### config.mk
export PLATFORM = sky130hd
export DESIGN_NAME = srx_receiver
export DESIGN_NICKNAME = d
export VERILOG_FILES = /design/src/rtl/srx_pkg.sv /design/src/rtl/srx_sync.sv /design/src/rtl/srx_frame.sv /design/src/rtl/srx_break.sv /design/src/rtl/srx_flags.sv /design/src/rtl/srx_receiver.sv
export SDC_FILE = /design/constraint.sdc
export NUM_CORES = 1
export LEC_CHECK = 0
export ABC_CLOCK_PERIOD_IN_PS = 1890
export BUFFER_PORTS_ARGS = -buffer_cell sky130_fd_sc_hd__buf_2
export CORE_MARGIN = 4
export CORE_UTILIZATION = 50
export DETAILED_ROUTE_END_ITERATION = 12
export PLACE_DENSITY_LB_ADDON = 0.12
export SLEW_MARGIN = 30
export SYNTH_ARGS = -nofsm -noshare
export SYNTH_HDL_FRONTEND = slang
export SYNTH_HIERARCHICAL = 1
export SYNTH_SLANG_ARGS = --single-unit
### constraint.sdc
create_clock -name clk -period 1.89 [get_ports clk]
set_input_delay 0.378 -clock clk [delete_from_list [all_inputs] [get_ports clk]]
set_output_delay 0.378 -clock clk [all_outputs]
set_load 0.01 [all_outputs]
### src/rtl/srx_pkg.sv
package srx_pkg;

  typedef enum logic [2:0] {
    ST_IDLE, ST_START, ST_DATA, ST_PAR, ST_STOP, ST_HOLD
  } rx_state_e;

  // Right-align a word that was shifted in from the top, LSB first.
  function automatic logic [7:0] align_word(input logic [7:0] sh, input logic [1:0] code);
    return sh >> (3'd3 - {1'b0, code});
  endfunction

  // Parity bit the transmitter should have sent for an aligned word.
  function automatic logic exp_parity(input logic [7:0] d, input logic even, input logic stick);
    if (stick) return ~even;
    return even ? ^d : ~(^d);
  endfunction

  // Ticks in one whole frame: start + data + parity + stop(s).
  function automatic int frame_ticks(input logic [1:0] code, input logic par,
                                     input logic two_stop, input int osr);
    return osr * (7 + int'(code) + int'(par) + int'(two_stop));
  endfunction

endpackage

### src/rtl/srx_sync.sv
module srx_sync #(
  parameter int STAGES = 2
) (
  input  logic clk,
  input  logic rst_n,
  input  logic rx_line,
  input  logic inv,
  output logic rx_s
);
  logic [STAGES-1:0] q;

  always_ff @(posedge clk or negedge rst_n) begin
    if (!rst_n) q <= '1;
    else        q <= {q[STAGES-2:0], rx_line ^ inv};
  end

  assign rx_s = q[STAGES-1];
endmodule

### src/rtl/srx_frame.sv
module srx_frame import srx_pkg::*; #(
  parameter int OSR = 16,
  localparam int PW = $clog2(OSR)
) (
  input  logic       clk,
  input  logic       rst_n,
  input  logic       tick,
  input  logic       rx_s,
  input  logic [1:0] wlen,
  input  logic       par_en,
  input  logic       even,
  input  logic       stick,
  output logic       word_valid,
  output logic [7:0] word_data,
  output logic       word_perr,
  output logic       word_ferr,
  output logic       word_brk
);
  rx_state_e      st;
  logic [PW-1:0]  ph;
  logic [2:0]     bidx;
  logic [7:0]     sh;
  logic           pbit;
  logic           mid_start, bit_end;
  logic [7:0]     data_now;

  assign mid_start = tick && (ph == PW'(OSR/2 - 1));
  assign bit_end   = tick && (ph == PW'(OSR - 1));
  assign data_now  = align_word(sh, wlen);

  always_ff @(posedge clk or negedge rst_n) begin
    if (!rst_n) begin
      st <= ST_IDLE; ph <= '0; bidx <= '0; sh <= '0; pbit <= 1'b0;
      word_valid <= 1'b0; word_data <= '0;
      word_perr <= 1'b0; word_ferr <= 1'b0; word_brk <= 1'b0;
    end else begin
      word_valid <= 1'b0;
      case (st)
        ST_IDLE: if (!rx_s) begin st <= ST_START; ph <= '0; end
        ST_START: if (tick) begin
          ph <= ph + 1'b1;
          if (mid_start) begin
            ph <= '0;
            if (rx_s) st <= ST_IDLE;
            else begin st <= ST_DATA; bidx <= '0; sh <= '0; pbit <= 1'b0; end
          end
        end
        ST_DATA: if (tick) begin
          ph <= bit_end ? '0 : ph + 1'b1;
          if (bit_end) begin
            sh   <= {rx_s, sh[7:1]};
            bidx <= bidx + 1'b1;
            if (bidx == 3'd4 + {1'b0, wlen}) st <= par_en ? ST_PAR : ST_STOP;
          end
        end
        ST_PAR: if (tick) begin
          ph <= bit_end ? '0 : ph + 1'b1;
          if (bit_end) begin pbit <= rx_s; st <= ST_STOP; end
        end
        ST_STOP: if (tick) begin
          ph <= bit_end ? '0 : ph + 1'b1;
          if (bit_end) begin
            word_valid <= 1'b1;
            word_data  <= data_now;
            word_perr  <= par_en && (pbit != exp_parity(data_now, even, stick));
            word_ferr  <= !rx_s;
            word_brk   <= !rx_s && (data_now == 8'd0) && !(par_en && pbit);
            st         <= rx_s ? ST_IDLE : ST_HOLD;
          end
        end
        ST_HOLD: if (rx_s) st <= ST_IDLE;
        default: st <= ST_IDLE;
      endcase
    end
  end
endmodule

### src/rtl/srx_break.sv
module srx_break import srx_pkg::*; #(
  parameter int OSR = 16,
  localparam int MAXT = OSR * 12,
  localparam int CW = $clog2(MAXT + 2)
) (
  input  logic       clk,
  input  logic       rst_n,
  input  logic       tick,
  input  logic       rx_s,
  input  logic [1:0] wlen,
  input  logic       par_en,
  input  logic       two_stop,
  output logic       brk_event
);
  logic [CW-1:0] lowcnt;
  logic [CW-1:0] limit;

  assign limit     = CW'(frame_ticks(wlen, par_en, two_stop, OSR));
  assign brk_event = tick && !rx_s && (lowcnt == limit);

  always_ff @(posedge clk or negedge rst_n) begin
    if (!rst_n)                          lowcnt <= '0;
    else if (rx_s)                       lowcnt <= '0;
    else if (tick && (lowcnt <= limit))  lowcnt <= lowcnt + 1'b1;
  end
endmodule

### src/rtl/srx_flags.sv
module srx_flags #(
  parameter int N = 3
) (
  input  logic         clk,
  input  logic         rst_n,
  input  logic [N-1:0] set,
  input  logic [N-1:0] clr,
  output logic [N-1:0] flag,
  output logic         any
);
  for (genvar i = 0; i < N; i++) begin : g_flag
    always_ff @(posedge clk or negedge rst_n) begin
      if (!rst_n)      flag[i] <= 1'b0;
      else if (set[i]) flag[i] <= 1'b1;
      else if (clr[i]) flag[i] <= 1'b0;
    end
  end

  assign any = |flag;
endmodule

### src/rtl/srx_receiver.sv
module srx_receiver #(
  parameter int OSR = 16,
  parameter int SYNC_STAGES = 2
) (
  input  logic       clk,
  input  logic       rst_n,
  input  logic       rx_line,
  input  logic       tick,
  input  logic [1:0] cfg_wlen,
  input  logic       cfg_par_en,
  input  logic       cfg_even,
  input  logic       cfg_stick,
  input  logic       cfg_two_stop,
  input  logic       cfg_rx_inv,
  input  logic       clr_perr,
  input  logic       clr_ferr,
  input  logic       clr_brk,
  output logic       word_valid,
  output logic [7:0] word_data,
  output logic       word_perr,
  output logic       word_ferr,
  output logic       word_brk,
  output logic       perr_flag,
  output logic       ferr_flag,
  output logic       brk_flag,
  output logic       line_stat
);
  logic rx_s;
  logic brk_event;
  logic perr_set, ferr_set;
  logic [2:0] flags;

  srx_sync #(.STAGES(SYNC_STAGES)) u_sync (
    .clk(clk), .rst_n(rst_n), .rx_line(rx_line), .inv(cfg_rx_inv), .rx_s(rx_s));

  srx_frame #(.OSR(OSR)) u_frame (
    .clk(clk), .rst_n(rst_n), .tick(tick), .rx_s(rx_s),
    .wlen(cfg_wlen), .par_en(cfg_par_en), .even(cfg_even), .stick(cfg_stick),
    .word_valid(word_valid), .word_data(word_data),
    .word_perr(word_perr), .word_ferr(word_ferr), .word_brk(word_brk));

  srx_break #(.OSR(OSR)) u_break (
    .clk(clk), .rst_n(rst_n), .tick(tick), .rx_s(rx_s),
    .wlen(cfg_wlen), .par_en(cfg_par_en), .two_stop(cfg_two_stop),
    .brk_event(brk_event));

  assign perr_set = word_valid && word_perr;
  assign ferr_set = word_valid && word_ferr;

  srx_flags #(.N(3)) u_flags (
    .clk(clk), .rst_n(rst_n),
    .set({brk_event, ferr_set, perr_set}),
    .clr({clr_brk, clr_ferr, clr_perr}),
    .flag(flags), .any(line_stat));

  assign perr_flag = flags[0];
  assign ferr_flag = flags[1];
  assign brk_flag  = flags[2];
endmodule

==> flow_results.xml, run 1 <==
<?xml version="1.0" encoding="UTF-8"?>
<metrics>
  <group name="synth">
    <metric name="synth.area.top_cells" unit="">sky130_fd_sc_hd__dfrtp_1 (39%), sky130_fd_sc_hd__ha_1 (7.0%), sky130_fd_sc_hd__o21ai_0 (6.1%), sky130_fd_sc_hd__nand2_1 (5.7%), sky130_fd_sc_hd__mux2i_1 (3.3%)</metric>
    <metric name="count_of_state_elements_after_synthesis" unit="">44</metric>
    <metric name="synth_async_sr_flop_share" unit="%">100</metric>
    <metric name="yosysWarnings" unit="">6</metric>
    <metric name="synth_largest_area_cell" unit="">sky130_fd_sc_hd__dfrtp_1</metric>
    <metric name="ys.flop_type" unit="">sky130_fd_sc_hd__dfrtp_1</metric>
    <metric name="netlist.area_leader.share" unit="%">39.1</metric>
    <metric name="synthesis.area" unit="µm²">2690</metric>
    <metric name="netlist_instances" unit="">290</metric>
    <metric name="mappedNetlistNets" unit="">320</metric>
    <metric name="yosys.cell_count.top_type" unit="">sky130_fd_sc_hd__dfrtp_1</metric>
    <metric name="synth_enable_flop_cells" unit="">0</metric>
    <metric name="synth.yosys.seq_area_share" unit="%">41.0</metric>
    <metric name="number_of_library_cell_types_mapped_by_synthesis" unit="">52</metric>
    <metric name="postSynthAreaPerCell" unit="µm²">9.28</metric>
    <metric name="synth_common_cells" unit="">sky130_fd_sc_hd__dfrtp_1 (42), sky130_fd_sc_hd__nand2_1 (41), sky130_fd_sc_hd__o21ai_0 (33)</metric>
  </group>
  <group name="power">
    <metric name="power-per-cell-area" unit="nW/µm²">794</metric>
    <metric name="max-vdd-ir-drop" unit="µV">676</metric>
    <metric name="power.leakage" unit="nW">1.72</metric>
  </group>
  <group name="placed_design">
    <metric name="place.gp.congestion" unit="">0.773</metric>
    <metric name="placement.setup.worst_slack" unit="ns">-1.15</metric>
    <metric name="io_buffer_count" unit="">29</metric>
    <metric name="detailed_place_hpwl" unit="µm">4210</metric>
  </group>
  <group name="timing">
    <metric name="setup_violations" unit="">10</metric>
    <metric name="tightest_slew" unit="ns">0.556</metric>
    <metric name="max_fclk" unit="MHz">391</metric>
    <metric name="whs" unit="ns">0.0295</metric>
    <metric name="fin_worst_skew" unit="ns">0.00547</metric>
    <metric name="final.period_utilization" unit="%">135</metric>
    <metric name="post_route_minimum_period" unit="ns">2.56</metric>
    <metric name="finalMaxSlewViolations" unit="">0</metric>
    <metric name="worst_slew_margin_rel" unit="%">63.0</metric>
    <metric name="timing.final.hold_violations" unit="">0</metric>
    <metric name="grt_setup_unrepaired" unit="">yes</metric>
    <metric name="timing.final.ws_setup" unit="ns">-0.665</metric>
  </group>
  <group name="die">
    <metric name="floorplan.initialDensity" unit="%">52.0</metric>
    <metric name="placeableCoreArea" unit="µm²">5170</metric>
    <metric name="design.die.area" unit="µm²">6620</metric>
    <metric name="placement_rows" unit="">26</metric>
    <metric name="boundaryPins" unit="">30</metric>
    <metric name="fp.dieH" unit="µm">81.4</metric>
    <metric name="die_x" unit="µm">81.4</metric>
  </group>
  <group name="worst_setup_path">
    <metric name="critPathCaptureType" unit="">flip-flop</metric>
    <metric name="rrSetupSlack" unit="ns">-0.09</metric>
    <metric name="timing.critical_path.from_type" unit="">input port</metric>
    <metric name="crit_type" unit="">input port to flip-flop</metric>
    <metric name="timing.critical_path.arrival" unit="ns">2.75</metric>
    <metric name="rr_endpoint" unit="">u_frame/word_perr$_DFFE_PN0P_</metric>
    <metric name="worst_r2r_startpoint" unit="">u_frame/sh[6]$_DFFE_PN0P_</metric>
    <metric name="reg2regPathDepth" unit="">8</metric>
    <metric name="cp_max_fo" unit="">3</metric>
    <metric name="timing.critical_path.required" unit="ns">2.08</metric>
  </group>
  <group name="finish">
    <metric name="antennaDiodeCount" unit="">0</metric>
    <metric name="layout.nets" unit="">384</metric>
    <metric name="drive_above_1_share" unit="%">37.7</metric>
    <metric name="filler_cell_count" unit="">388</metric>
    <metric name="areaGrowthSynthToFinish" unit="%">36.0</metric>
  </group>
  <group name="grt">
    <metric name="grt_pass1_wl" unit="µm">9910</metric>
    <metric name="grt_pass1_vias" unit="">2101</metric>
    <metric name="grt_max_degree" unit="">26</metric>
    <metric name="overflow" unit="">0</metric>
    <metric name="grt_usage" unit="%">19.6</metric>
    <metric name="antenna_found_initial" unit="">0</metric>
  </group>
  <group name="clocking">
    <metric name="cts.clk_slew.worst_paths" unit="ns">0.09</metric>
    <metric name="cts.sink_count" unit="">44</metric>
    <metric name="numCtsBuffers" unit="">5</metric>
    <metric name="ctsRootBufferMaster" unit="">sky130_fd_sc_hd__clkbuf_8</metric>
    <metric name="tritoncts" unit="">built</metric>
    <metric name="clock_latency" unit="ns">0.30</metric>
    <metric name="h-tree-depth" unit="">2</metric>
    <metric name="cts_max_path_buffers" unit="">2</metric>
  </group>
  <group name="worst_hold_path">
    <metric name="timing.hold.worst.class" unit="">input port to asynchronous set/reset pin</metric>
  </group>
  <group name="detailed_routing">
    <metric name="route.detailed.wl_per_inst" unit="µm">14.8</metric>
    <metric name="avgViaCountPerCell" unit="">5.36</metric>
    <metric name="route.vias.total" unit="">2279</metric>
    <metric name="number_of_drc_violations_after_detailed_routing" unit="">0</metric>
    <metric name="routed_wl" unit="µm">6300</metric>
    <metric name="ant_nets" unit="">0</metric>
    <metric name="drt_first_pass_iters" unit="">4</metric>
    <metric name="drt_iter0_drc" unit="">68</metric>
  </group>
  <group name="status">
    <metric name="failing_checks" unit="">negative setup slack</metric>
    <metric name="status" unit="">complete, but fails checks</metric>
  </group>
  <group name="run">
    <metric name="drv.max_cap_violation_count" unit="">0</metric>
  </group>
</metrics>
-- worst max-delay path by stage --
stage	startpoint	to	slack, ns	cells past startpoint
floorplan	cfg_two_stop	u_break/lowcnt[2]$_DFFE_PN0P_	-0.86	11
global placement	cfg_two_stop	u_break/lowcnt[2]$_DFFE_PN0P_	-1.09	12
detailed placement	cfg_two_stop	u_break/lowcnt[2]$_DFFE_PN0P_	-1.15	12
CTS	cfg_two_stop	u_break/lowcnt[2]$_DFFE_PN0P_	-0.74	12
global route	cfg_two_stop	u_break/lowcnt[2]$_DFFE_PN0P_	-0.72	12
finish	cfg_wlen[0]	u_break/lowcnt[2]$_DFFE_PN0P_	-0.67	13
-- registers in the layout, summed over array words and instances (netlist names) --
register,count
u_frame/word_valid,1
u_flags/flag,3
u_break/lowcnt,8
u_frame/sh,8
u_sync/q,2
u_frame/word_brk,1
u_frame/word_perr,1
u_frame/ph,4
u_frame/pbit,1
u_frame/st,3
u_frame/word_ferr,1
u_frame/bidx,3
u_frame/word_data,8
-- worst max-delay path, stage by stage --
cell and delay (ns):
sky130_fd_sc_hd__buf_8 0.10, sky130_fd_sc_hd__inv_6 0.05, sky130_fd_sc_hd__ha_4 0.19, sky130_fd_sc_hd__inv_2 0.06, sky130_fd_sc_hd__ha_4 0.12, sky130_fd_sc_hd__inv_2 0.03, sky130_fd_sc_hd__fa_2 0.36, sky130_fd_sc_hd__xnor2_2 0.16
sky130_fd_sc_hd__ha_4 0.28, sky130_fd_sc_hd__nand2_4 0.05, sky130_fd_sc_hd__or4_4 0.52, sky130_fd_sc_hd__o32ai_4 0.12, sky130_fd_sc_hd__mux2_4 0.32
-- cells in the final DEF (no fill, tap or decap), types with 3 or more instances in the layout --
master                     instances
sky130_fd_sc_hd__a21o_1            5
sky130_fd_sc_hd__a21oi_2           4
sky130_fd_sc_hd__buf_12            3
sky130_fd_sc_hd__buf_2            27
sky130_fd_sc_hd__buf_4            34
sky130_fd_sc_hd__buf_6             5
sky130_fd_sc_hd__clkbuf_8          5
sky130_fd_sc_hd__dfrtp_1          42
sky130_fd_sc_hd__ha_1              7
sky130_fd_sc_hd__ha_4              7
sky130_fd_sc_hd__inv_1            16
sky130_fd_sc_hd__mux2_4            7
sky130_fd_sc_hd__mux2i_1           6
sky130_fd_sc_hd__mux2i_2           3
sky130_fd_sc_hd__nand2_1          39
sky130_fd_sc_hd__nand2b_1          4
sky130_fd_sc_hd__nand3_1          14
sky130_fd_sc_hd__nand4_1           3
sky130_fd_sc_hd__nand4b_1          3
sky130_fd_sc_hd__nor2_1           11
sky130_fd_sc_hd__nor2b_1           7
sky130_fd_sc_hd__nor3_1            3
sky130_fd_sc_hd__o21ai_0          31
sky130_fd_sc_hd__o31ai_1           4
sky130_fd_sc_hd__or4_4             4
sky130_fd_sc_hd__xnor2_1           6
sky130_fd_sc_hd__xnor2_2           3
-- cell type report --
type	instances	area [µm²]	area share, %
inverter	20	92.6	2.53
clock inverter	2	35.0	0.957
sequential	44	1100	30.2
clock buffer	6	72.6	1.98
timing repair buffer	70	522	14.3
tap	70	87.6	2.39
multi-input combinational	213	1750	47.7
-- where the power goes --
part	switching [mW]	total (mW)	internal (mW)	leakage, nW
combinational	0.472	0.940	0.468	1.07
clock	0.335	0.728	0.393	0.0552
sequential	0.196	1.24	1.04	0.591
total	1.00	2.90	1.90	1.72
-- kinds of logic (layout without fill, tap and decap cells) --
family,after synthesis,in the layout,synth area share (%)
AOI/OAI and AO/OA,63,63,14.7
xor gates and xnor gates,10,10,3.26
adders and majority gates,16,16,7.72
buffers and inverters,33,98,4.98
DFF,44,44,41.0
muxes,19,19,7.77
and+or+nand+nor,105,105,20.6
-- stage by stage --
| stage | instance area [µm²] | instances | utilization (%) | setup TNS (ns) | power, mW |
|---|---|---|---|---|---|
| final | 3660 | 425 | 70.8 | -5.22 | 2.90 |
| after global routing | 3660 | 425 | 70.8 | -5.86 | 3.09 |
| after CTS | 3470 | 420 | 67.0 | -5.04 | 2.88 |
| after detailed placement | 3220 | 408 | 62.2 | -9.72 | 2.12 |
| after global placement | 3220 | 408 | 62.2 | -9.08 | 2.11 |
| after floorplan | 2800 | 290 | - | -6.17 | 1.86 |
-- routing by layer --
| layer | vias up | GRT usage [%] | share of wire, % |
|---|---|---|---|
| li1 | 1139 | - | - |
| met5 | - | 0 | 0 |
| met3 | 8 | 4.32 | 4.2 |
| met4 | 0 | 8.61 | 1.8 |
| met2 | 48 | 30.3 | 48 |
| met1 | 1084 | 26.3 | 46 |
-- repair_timing --
action | in CTS | in global routing
setup buffers | 4 | 5
hold endpoints to repair | 0 | 0
setup endpoints to repair | 10 | 13
pin swaps | 15 | 7
gates resized for setup | 25 | 26
hold buffers | 0 | 0
(Power assumes the default switching activity.)
==> inputs of run 2 (changes only) <==
Settings changed: ABC_CLOCK_PERIOD_IN_PS 1890 to 2200.
Clock period 1.89 ns to 2.2 ns, I/O delays scaled along.
==> flow_results.xml, run 2 (synthesis gave the netlist of run 1 again) <==
<?xml version="1.0" encoding="UTF-8"?>
<metrics>
  <group name="status">
    <metric name="status" unit="">complete, but fails checks</metric>
    <metric name="failing_checks" unit="">negative setup slack</metric>
  </group>
  <group name="clocking">
    <metric name="cts.clk_slew.worst_paths" unit="ns">0.09</metric>
    <metric name="ctsRootBufferMaster" unit="">sky130_fd_sc_hd__clkbuf_8</metric>
    <metric name="numCtsBuffers" unit="">5</metric>
    <metric name="tritoncts" unit="">built</metric>
    <metric name="clock_latency" unit="ns">0.30</metric>
    <metric name="h-tree-depth" unit="">2</metric>
    <metric name="cts_max_path_buffers" unit="">2</metric>
    <metric name="cts.sink_count" unit="">44</metric>
  </group>
  <group name="worst_setup_path">
    <metric name="critical_path.startpoint" unit="">cfg_wlen[0]</metric>
    <metric name="reg2regPathDepth" unit="">8</metric>
    <metric name="critPathMostFrequentCell" unit="">sky130_fd_sc_hd__ha_4</metric>
    <metric name="rr_endpoint" unit="">u_frame/word_perr$_DFFE_PN0P_</metric>
    <metric name="critPathCaptureType" unit="">flip-flop</metric>
    <metric name="cp_cell_sequence" unit="">buf_8, inv_6, ha_4, inv_2, ha_4, inv_2, fa_2, xnor2_2, ha_4, nand2_4, or4_4, o32ai_4, mux2_4</metric>
    <metric name="rrSetupSlack" unit="ns">0.05</metric>
    <metric name="timing.critical_path.arrival" unit="ns">2.80</metric>
    <metric name="cpPeakStageDelay" unit="ns">0.52</metric>
    <metric name="timing.critical_path.required" unit="ns">2.39</metric>
    <metric name="worst_r2r_startpoint" unit="">u_frame/sh[4]$_DFFE_PN0P_</metric>
    <metric name="timing.critical_path.from_type" unit="">input port</metric>
    <metric name="crit_path_top_delay_cell" unit="">sky130_fd_sc_hd__or4_4</metric>
    <metric name="cp_max_fo" unit="">3</metric>
    <metric name="crit_type" unit="">input port to flip-flop</metric>
    <metric name="critical_path.endpoint" unit="">u_break/lowcnt[2]$_DFFE_PN0P_</metric>
  </group>
  <group name="grt">
    <metric name="grt_pass1_wl" unit="µm">9700</metric>
    <metric name="overflow" unit="">0</metric>
    <metric name="grt_pass1_vias" unit="">2174</metric>
    <metric name="grt_usage" unit="%">18.8</metric>
    <metric name="antenna_found_initial" unit="">0</metric>
    <metric name="grt_max_degree" unit="">45</metric>
  </group>
  <group name="timing">
    <metric name="timing.final.ws_setup" unit="ns">-0.407</metric>
    <metric name="worst_slew_margin_rel" unit="%">63.1</metric>
    <metric name="grt_setup_unrepaired" unit="">yes</metric>
    <metric name="whs" unit="ns">0.211</metric>
    <metric name="finalMaxSlewViolations" unit="">0</metric>
    <metric name="fin_worst_skew" unit="ns">0.00375</metric>
    <metric name="final.period_utilization" unit="%">119</metric>
    <metric name="tightest_slew" unit="ns">0.553</metric>
    <metric name="max_fclk" unit="MHz">384</metric>
    <metric name="post_route_minimum_period" unit="ns">2.61</metric>
    <metric name="timing.final.hold_violations" unit="">0</metric>
    <metric name="setup_violations" unit="">10</metric>
  </group>
  <group name="die">
    <metric name="floorplan.initialDensity" unit="%">52.0</metric>
    <metric name="placement_rows" unit="">26</metric>
    <metric name="die_x" unit="µm">81.4</metric>
    <metric name="placeableCoreArea" unit="µm²">5170</metric>
    <metric name="boundaryPins" unit="">30</metric>
    <metric name="design.die.area" unit="µm²">6620</metric>
    <metric name="fp.dieH" unit="µm">81.4</metric>
  </group>
  <group name="finish">
    <metric name="reg.largest.list" unit="">u_break/lowcnt: 8 flops, u_frame/sh: 8 flops, u_frame/word_data: 8 flops</metric>
    <metric name="antennaDiodeCount" unit="">0</metric>
    <metric name="layout_commonest_cell" unit="">sky130_fd_sc_hd__dfrtp_1</metric>
    <metric name="drive_above_1_share" unit="%">31.3</metric>
    <metric name="final_cell_mix" unit="">sky130_fd_sc_hd__dfrtp_1 (42), sky130_fd_sc_hd__nand2_1 (39), sky130_fd_sc_hd__o21ai_0 (33)</metric>
    <metric name="filler_cell_count" unit="">410</metric>
    <metric name="areaGrowthSynthToFinish" unit="%">26.8</metric>
    <metric name="layout.nets" unit="">374</metric>
    <metric name="seq_cell_area" unit="µm²">1100</metric>
    <metric name="multi_input_comb_area" unit="µm²">1600</metric>
  </group>
  <group name="detailed_routing">
    <metric name="ant_nets" unit="">0</metric>
    <metric name="route.vias.total" unit="">2209</metric>
    <metric name="avgViaCountPerCell" unit="">5.32</metric>
    <metric name="routed_wl" unit="µm">5690</metric>
    <metric name="drt_first_pass_iters" unit="">4</metric>
    <metric name="drt_iter0_drc" unit="">70</metric>
    <metric name="number_of_drc_violations_after_detailed_routing" unit="">0</metric>
    <metric name="route.detailed.wl_per_inst" unit="µm">13.7</metric>
  </group>
  <group name="worst_hold_path">
    <metric name="timing.hold.worst.class" unit="">input port to asynchronous set/reset pin</metric>
  </group>
  <group name="power">
    <metric name="power.leakage" unit="nW">1.64</metric>
    <metric name="max-vdd-ir-drop" unit="µV">549</metric>
    <metric name="power-per-cell-area" unit="nW/µm²">714</metric>
    <metric name="power" unit="mW">2.44</metric>
  </group>
  <group name="placed_design">
    <metric name="io_buffer_count" unit="">29</metric>
    <metric name="placement.setup.worst_slack" unit="ns">-0.890</metric>
    <metric name="place.gp.congestion" unit="">0.798</metric>
    <metric name="detailed_place_hpwl" unit="µm">4050</metric>
  </group>
  <group name="run">
    <metric name="drv.max_cap_violation_count" unit="">0</metric>
  </group>
</metrics>
-- run 2: cell count changes in the layout (fill, tap and decap cells not counted), sizes merged --
| cell | before | now |
|---|---|---|
| clkbuf | 6 | 5 |
| buf | 70 | 60 |
| clkinvlp | 0 | 1 |
| inv | 20 | 21 |
| clkinv | 1 | 0 |
-- run 2: worst min path at each step --
stage / slack [ns] / cells past startpoint / start / to
after CTS: 0.23 / 2 / rst_n / u_flags/flag[0]$_DFFE_PN0P_
final: 0.21 / 2 / rst_n / u_break/lowcnt[3]$_DFFE_PN0P_
after detailed placement: 0.35 / 0 / u_sync/q[0]$_DFF_PN1_ / u_sync/q[1]$_DFF_PN1_
after global routing: 0.26 / 2 / rst_n / u_flags/flag[0]$_DFFE_PN0P_
after floorplan: 0.14 / 0 / rst_n / u_break/lowcnt[0]$_DFFE_PN0P_
after global placement: 0.35 / 0 / u_sync/q[0]$_DFF_PN1_ / u_sync/q[1]$_DFF_PN1_
-- run 2: layout make-up --
class | instances | share of cell area [%]
Multi-Input combinational cell | 213 | 46.9
Clock inverter | 3 | 1.36
Timing Repair Buffer | 60 | 12.1
Sequential cell | 44 | 32.3
Inverter | 20 | 2.71
Clock buffer | 5 | 2.02
Tap cell | 70 | 2.57
-- run 2: critical path, delay by kind of cell --
| family | cells | cell delay, ns |
|---|---|---|
| AOI/OAI and AO/OA | 1 | 0.12 |
| xor gates and xnor gates | 1 | 0.16 |
| adders and majority gates | 4 | 0.95 |
| buffers and inverters | 4 | 0.23 |
| muxes | 1 | 0.32 |
| and+or+nand+nor | 2 | 0.56 |
-- run 2: stage by stage --
step	cells	area [µm²]	utilization [%]	setup TNS (ns)
CTS	413	3380	65.4	-2.69
detailed placement	401	3140	60.6	-6.92
finish	415	3410	66.0	-2.76
floorplan	290	2780	-	-3.87
global placement	401	3140	60.6	-6.62
global route	415	3410	66.0	-3.61
-- run 2: routing by layer --
metal,vias up,GRT usage [%],wire (µm)
met5,-,0,0
met4,0,5.74,67
met3,6,3.88,226
met2,38,31.7,2750
met1,1045,24.0,2640
li1,1120,-,-
-- run 2: timing repair --
item | 4_1_cts | 5_1_grt
hold buffers | 0 | 0
pin swaps | 13 | 4
setup endpoints to repair | 10 | 10
buffers inserted | 4 | 2
gates resized for setup | 22 | 3
-- run 2: report_power, final --
group | total, mW | leakage (nW) | switching [mW] | internal, mW
combinational | 0.737 | 0.994 | 0.376 | 0.360
sequential | 1.06 | 0.591 | 0.168 | 0.894
clock | 0.638 | 0.0548 | 0.296 | 0.342
==> inputs of run 3 (changes only) <==
Settings changed: PLACE_DENSITY_LB_ADDON 0.12 to 0.05.
==> flow_results.xml, run 3 (synthesis gave the netlist of run 1 again) <==
<?xml version="1.0" encoding="UTF-8"?>
<metrics>
  <group name="status">
    <metric name="status" unit="">complete, but fails checks</metric>
    <metric name="failing_checks" unit="">negative setup slack</metric>
  </group>
  <group name="clocking">
    <metric name="cts.clk_slew.worst_paths" unit="ns">0.09</metric>
    <metric name="cts_max_path_buffers" unit="">2</metric>
    <metric name="h-tree-depth" unit="">2</metric>
    <metric name="clock_latency" unit="ns">0.30</metric>
    <metric name="numCtsBuffers" unit="">5</metric>
    <metric name="tritoncts" unit="">built</metric>
    <metric name="ctsRootBufferMaster" unit="">sky130_fd_sc_hd__clkbuf_8</metric>
    <metric name="cts.sink_count" unit="">44</metric>
  </group>
  <group name="die">
    <metric name="fp.dieH" unit="µm">81.4</metric>
    <metric name="placeableCoreArea" unit="µm²">5170</metric>
    <metric name="placement_rows" unit="">26</metric>
    <metric name="die_x" unit="µm">81.4</metric>
    <metric name="boundaryPins" unit="">30</metric>
    <metric name="floorplan.initialDensity" unit="%">52.0</metric>
    <metric name="design.die.area" unit="µm²">6620</metric>
  </group>
  <group name="grt">
    <metric name="grt_util_met2" unit="%">31.7</metric>
    <metric name="globalRouteMet1Util" unit="%">23.8</metric>
    <metric name="grt_usage" unit="%">19.0</metric>
    <metric name="grt_pass1_wl" unit="µm">9650</metric>
    <metric name="grt_max_degree" unit="">25</metric>
    <metric name="overflow" unit="">0</metric>
    <metric name="antenna_found_initial" unit="">0</metric>
    <metric name="grt-busiest-layer" unit="">met2</metric>
    <metric name="global_route.usage.met3" unit="%">4.10</metric>
    <metric name="grt_pass1_vias" unit="">2133</metric>
  </group>
  <group name="power">
    <metric name="intPower" unit="mW">1.47</metric>
    <metric name="power.switching_fraction" unit="%">36.2</metric>
    <metric name="power" unit="mW">2.30</metric>
    <metric name="power.combinational.fraction" unit="%">31.3</metric>
    <metric name="clock_power_share" unit="%">22.4</metric>
    <metric name="power-per-cell-area" unit="nW/µm²">682</metric>
    <metric name="max-vdd-ir-drop" unit="µV">498</metric>
    <metric name="power.leakage" unit="nW">1.63</metric>
    <metric name="total_switching_power" unit="µW">830</metric>
    <metric name="power_frac_seq" unit="%">46.3</metric>
  </group>
  <group name="worst_setup_path">
    <metric name="crit_buf_inv" unit="">4</metric>
    <metric name="rrSetupSlack" unit="ns">0.18</metric>
    <metric name="worst_r2r_startpoint" unit="">u_frame/sh[6]$_DFFE_PN0P_</metric>
    <metric name="cpPeakStageDelay" unit="ns">0.57</metric>
    <metric name="reg2regPathDepth" unit="">8</metric>
    <metric name="timing.critical_path.arrival" unit="ns">2.86</metric>
    <metric name="timing.critical_path.required" unit="ns">2.40</metric>
    <metric name="rr_endpoint" unit="">u_frame/word_perr$_DFFE_PN0P_</metric>
    <metric name="crit_type" unit="">input port to flip-flop</metric>
    <metric name="cp_cell_sequence" unit="">buf_12, inv_12, ha_4, inv_4, ha_4, inv_2, fa_2, ha_4, nand4b_1, or4_4, o31a_4, mux2_4</metric>
    <metric name="cp_max_fo" unit="">3</metric>
    <metric name="kind_of_cell_adding_the_most_delay_to_the_critical_path" unit="">adder cells</metric>
    <metric name="critical_path.startpoint" unit="">cfg_two_stop</metric>
    <metric name="timing.critical_path.from_type" unit="">input port</metric>
    <metric name="cp.depth" unit="">12</metric>
    <metric name="crit_path_top_delay_cell" unit="">sky130_fd_sc_hd__or4_4</metric>
    <metric name="critical_path.endpoint" unit="">u_break/lowcnt[0]$_DFFE_PN0P_</metric>
    <metric name="critPathCaptureType" unit="">flip-flop</metric>
    <metric name="critPathMostFrequentCell" unit="">sky130_fd_sc_hd__ha_4</metric>
  </group>
  <group name="finish">
    <metric name="final_cell_mix" unit="">sky130_fd_sc_hd__dfrtp_1 (42), sky130_fd_sc_hd__nand2_1 (39), sky130_fd_sc_hd__o21ai_0 (31)</metric>
    <metric name="layout.nets" unit="">373</metric>
    <metric name="areaGrowthSynthToFinish" unit="%">25.2</metric>
    <metric name="reg.largest.list" unit="">u_break/lowcnt: 8 flops, u_frame/sh: 8 flops, u_frame/word_data: 8 flops</metric>
    <metric name="layout_commonest_cell" unit="">sky130_fd_sc_hd__dfrtp_1</metric>
    <metric name="finish.cell_count_without_fillers" unit="">414</metric>
    <metric name="antennaDiodeCount" unit="">0</metric>
    <metric name="filler_cell_count" unit="">435</metric>
    <metric name="post-route-util" unit="%">65.1</metric>
    <metric name="drive_above_1_share" unit="%">31.4</metric>
  </group>
  <group name="timing">
    <metric name="max_fclk" unit="MHz">375</metric>
    <metric name="final.period_utilization" unit="%">121</metric>
    <metric name="finalMaxSlewViolations" unit="">0</metric>
    <metric name="worst_slew_margin_rel" unit="%">49.9</metric>
    <metric name="tightest_slew" unit="ns">0.731</metric>
    <metric name="timing.final.ws_setup" unit="ns">-0.469</metric>
    <metric name="grt_setup_unrepaired" unit="">yes</metric>
    <metric name="timing.final.hold_violations" unit="">0</metric>
    <metric name="setup_violations" unit="">9</metric>
    <metric name="post_route_minimum_period" unit="ns">2.67</metric>
    <metric name="fin_worst_skew" unit="ns">0.00631</metric>
  </group>
  <group name="detailed_routing">
    <metric name="drt_iter0_drc" unit="">68</metric>
    <metric name="route.vias.total" unit="">2159</metric>
    <metric name="routed_wl" unit="µm">5740</metric>
    <metric name="number_of_drc_violations_after_detailed_routing" unit="">0</metric>
    <metric name="avgViaCountPerCell" unit="">5.21</metric>
    <metric name="ant_nets" unit="">0</metric>
    <metric name="route.detailed.wl_per_inst" unit="µm">13.9</metric>
    <metric name="drt_first_pass_iters" unit="">4</metric>
  </group>
  <group name="worst_hold_path">
    <metric name="timing.hold.worst.class" unit="">input port to flip-flop</metric>
    <metric name="worst_hold_path_stage_count" unit="">2</metric>
  </group>
  <group name="placed_design">
    <metric name="place_inst" unit="">399</metric>
    <metric name="detailed_place_hpwl" unit="µm">4150</metric>
    <metric name="io_buffer_count" unit="">29</metric>
    <metric name="place.gp.congestion" unit="">0.790</metric>
  </group>
  <group name="run">
    <metric name="drv.max_cap_violation_count" unit="">0</metric>
  </group>
</metrics>
[run 3: layout make-up]
type | instances | area [µm²] | share of cell area (%)
multi-input cells | 213 | 1580 | 47.0
flip-flops and latches | 44 | 1100 | 32.8
repair buffers | 59 | 409 | 12.2
inverters | 20 | 95.1 | 2.82
well taps | 70 | 87.6 | 2.60
clock buffers | 5 | 68.8 | 2.04
clock inverters | 3 | 18.8 | 0.557
[run 3: power groups by stage]
stage | sequential, mW | combinational (mW) | clock (mW)
finish | 1.06 | 0.718 | 0.515
CTS | 1.06 | 0.704 | 0.540
global placement | 1.08 | 0.681 | 0
global route | 1.09 | 0.794 | 0.571
detailed placement | 1.08 | 0.690 | 0
floorplan | 0.976 | 0.618 | 0
[run 3: worst min-delay path by stage]
stage	start	slack [ns]	end
2_1_floorplan	rst_n	0.14	u_break/lowcnt[0]$_DFFE_PN0P_
3_3_place_gp	rst_n	0.24	u_break/lowcnt[3]$_DFFE_PN0P_
3_5_place_dp	rst_n	0.24	u_break/lowcnt[3]$_DFFE_PN0P_
4_1_cts	rx_line	0.25	u_sync/q[0]$_DFF_PN1_
5_1_grt	rx_line	0.25	u_sync/q[0]$_DFF_PN1_
6_report	rx_line	0.27	u_sync/q[0]$_DFF_PN1_
[run 3: worst register-to-register path: stages (launching register included)]
cell and delay (ns):
sky130_fd_sc_hd__dfrtp_1 0.41, sky130_fd_sc_hd__mux2_2 0.29, sky130_fd_sc_hd__o21ai_1 0.20, sky130_fd_sc_hd__ha_1 0.28
sky130_fd_sc_hd__xnor2_1 0.20, sky130_fd_sc_hd__xnor2_1 0.15, sky130_fd_sc_hd__nor2_1 0.07, sky130_fd_sc_hd__xnor2_1 0.12
sky130_fd_sc_hd__o31ai_1 0.20
[run 3: per-stage QoR]
step | cell area [µm²] | setup slack, ns | hold slack (ns) | setup TNS, ns
floorplan | 2780 | -0.609 | 0.144 | -3.87
global placement | 3120 | -0.842 | 0.242 | -6.68
detailed placement | 3120 | -0.877 | 0.244 | -6.93
CTS | 3300 | -0.467 | 0.252 | -2.79
global route | 3370 | -0.505 | 0.254 | -3.96
finish | 3370 | -0.469 | 0.267 | -3.35
[run 3: what timing repair did]
item                                    CTS  global route
pin swaps                                16             5
endpoints found under the setup margin   10            10
endpoints found under the hold margin     2             0
resized for setup                        14            12
hold buffers                              1             0
setup buffers                             4             2
[run 3: layer usage]
metal  up-vias  wire (µm)
li1       1111          -
met1      1010       2720
met2        33       2720
met3         5        218
met4         0         82
met5         -          0
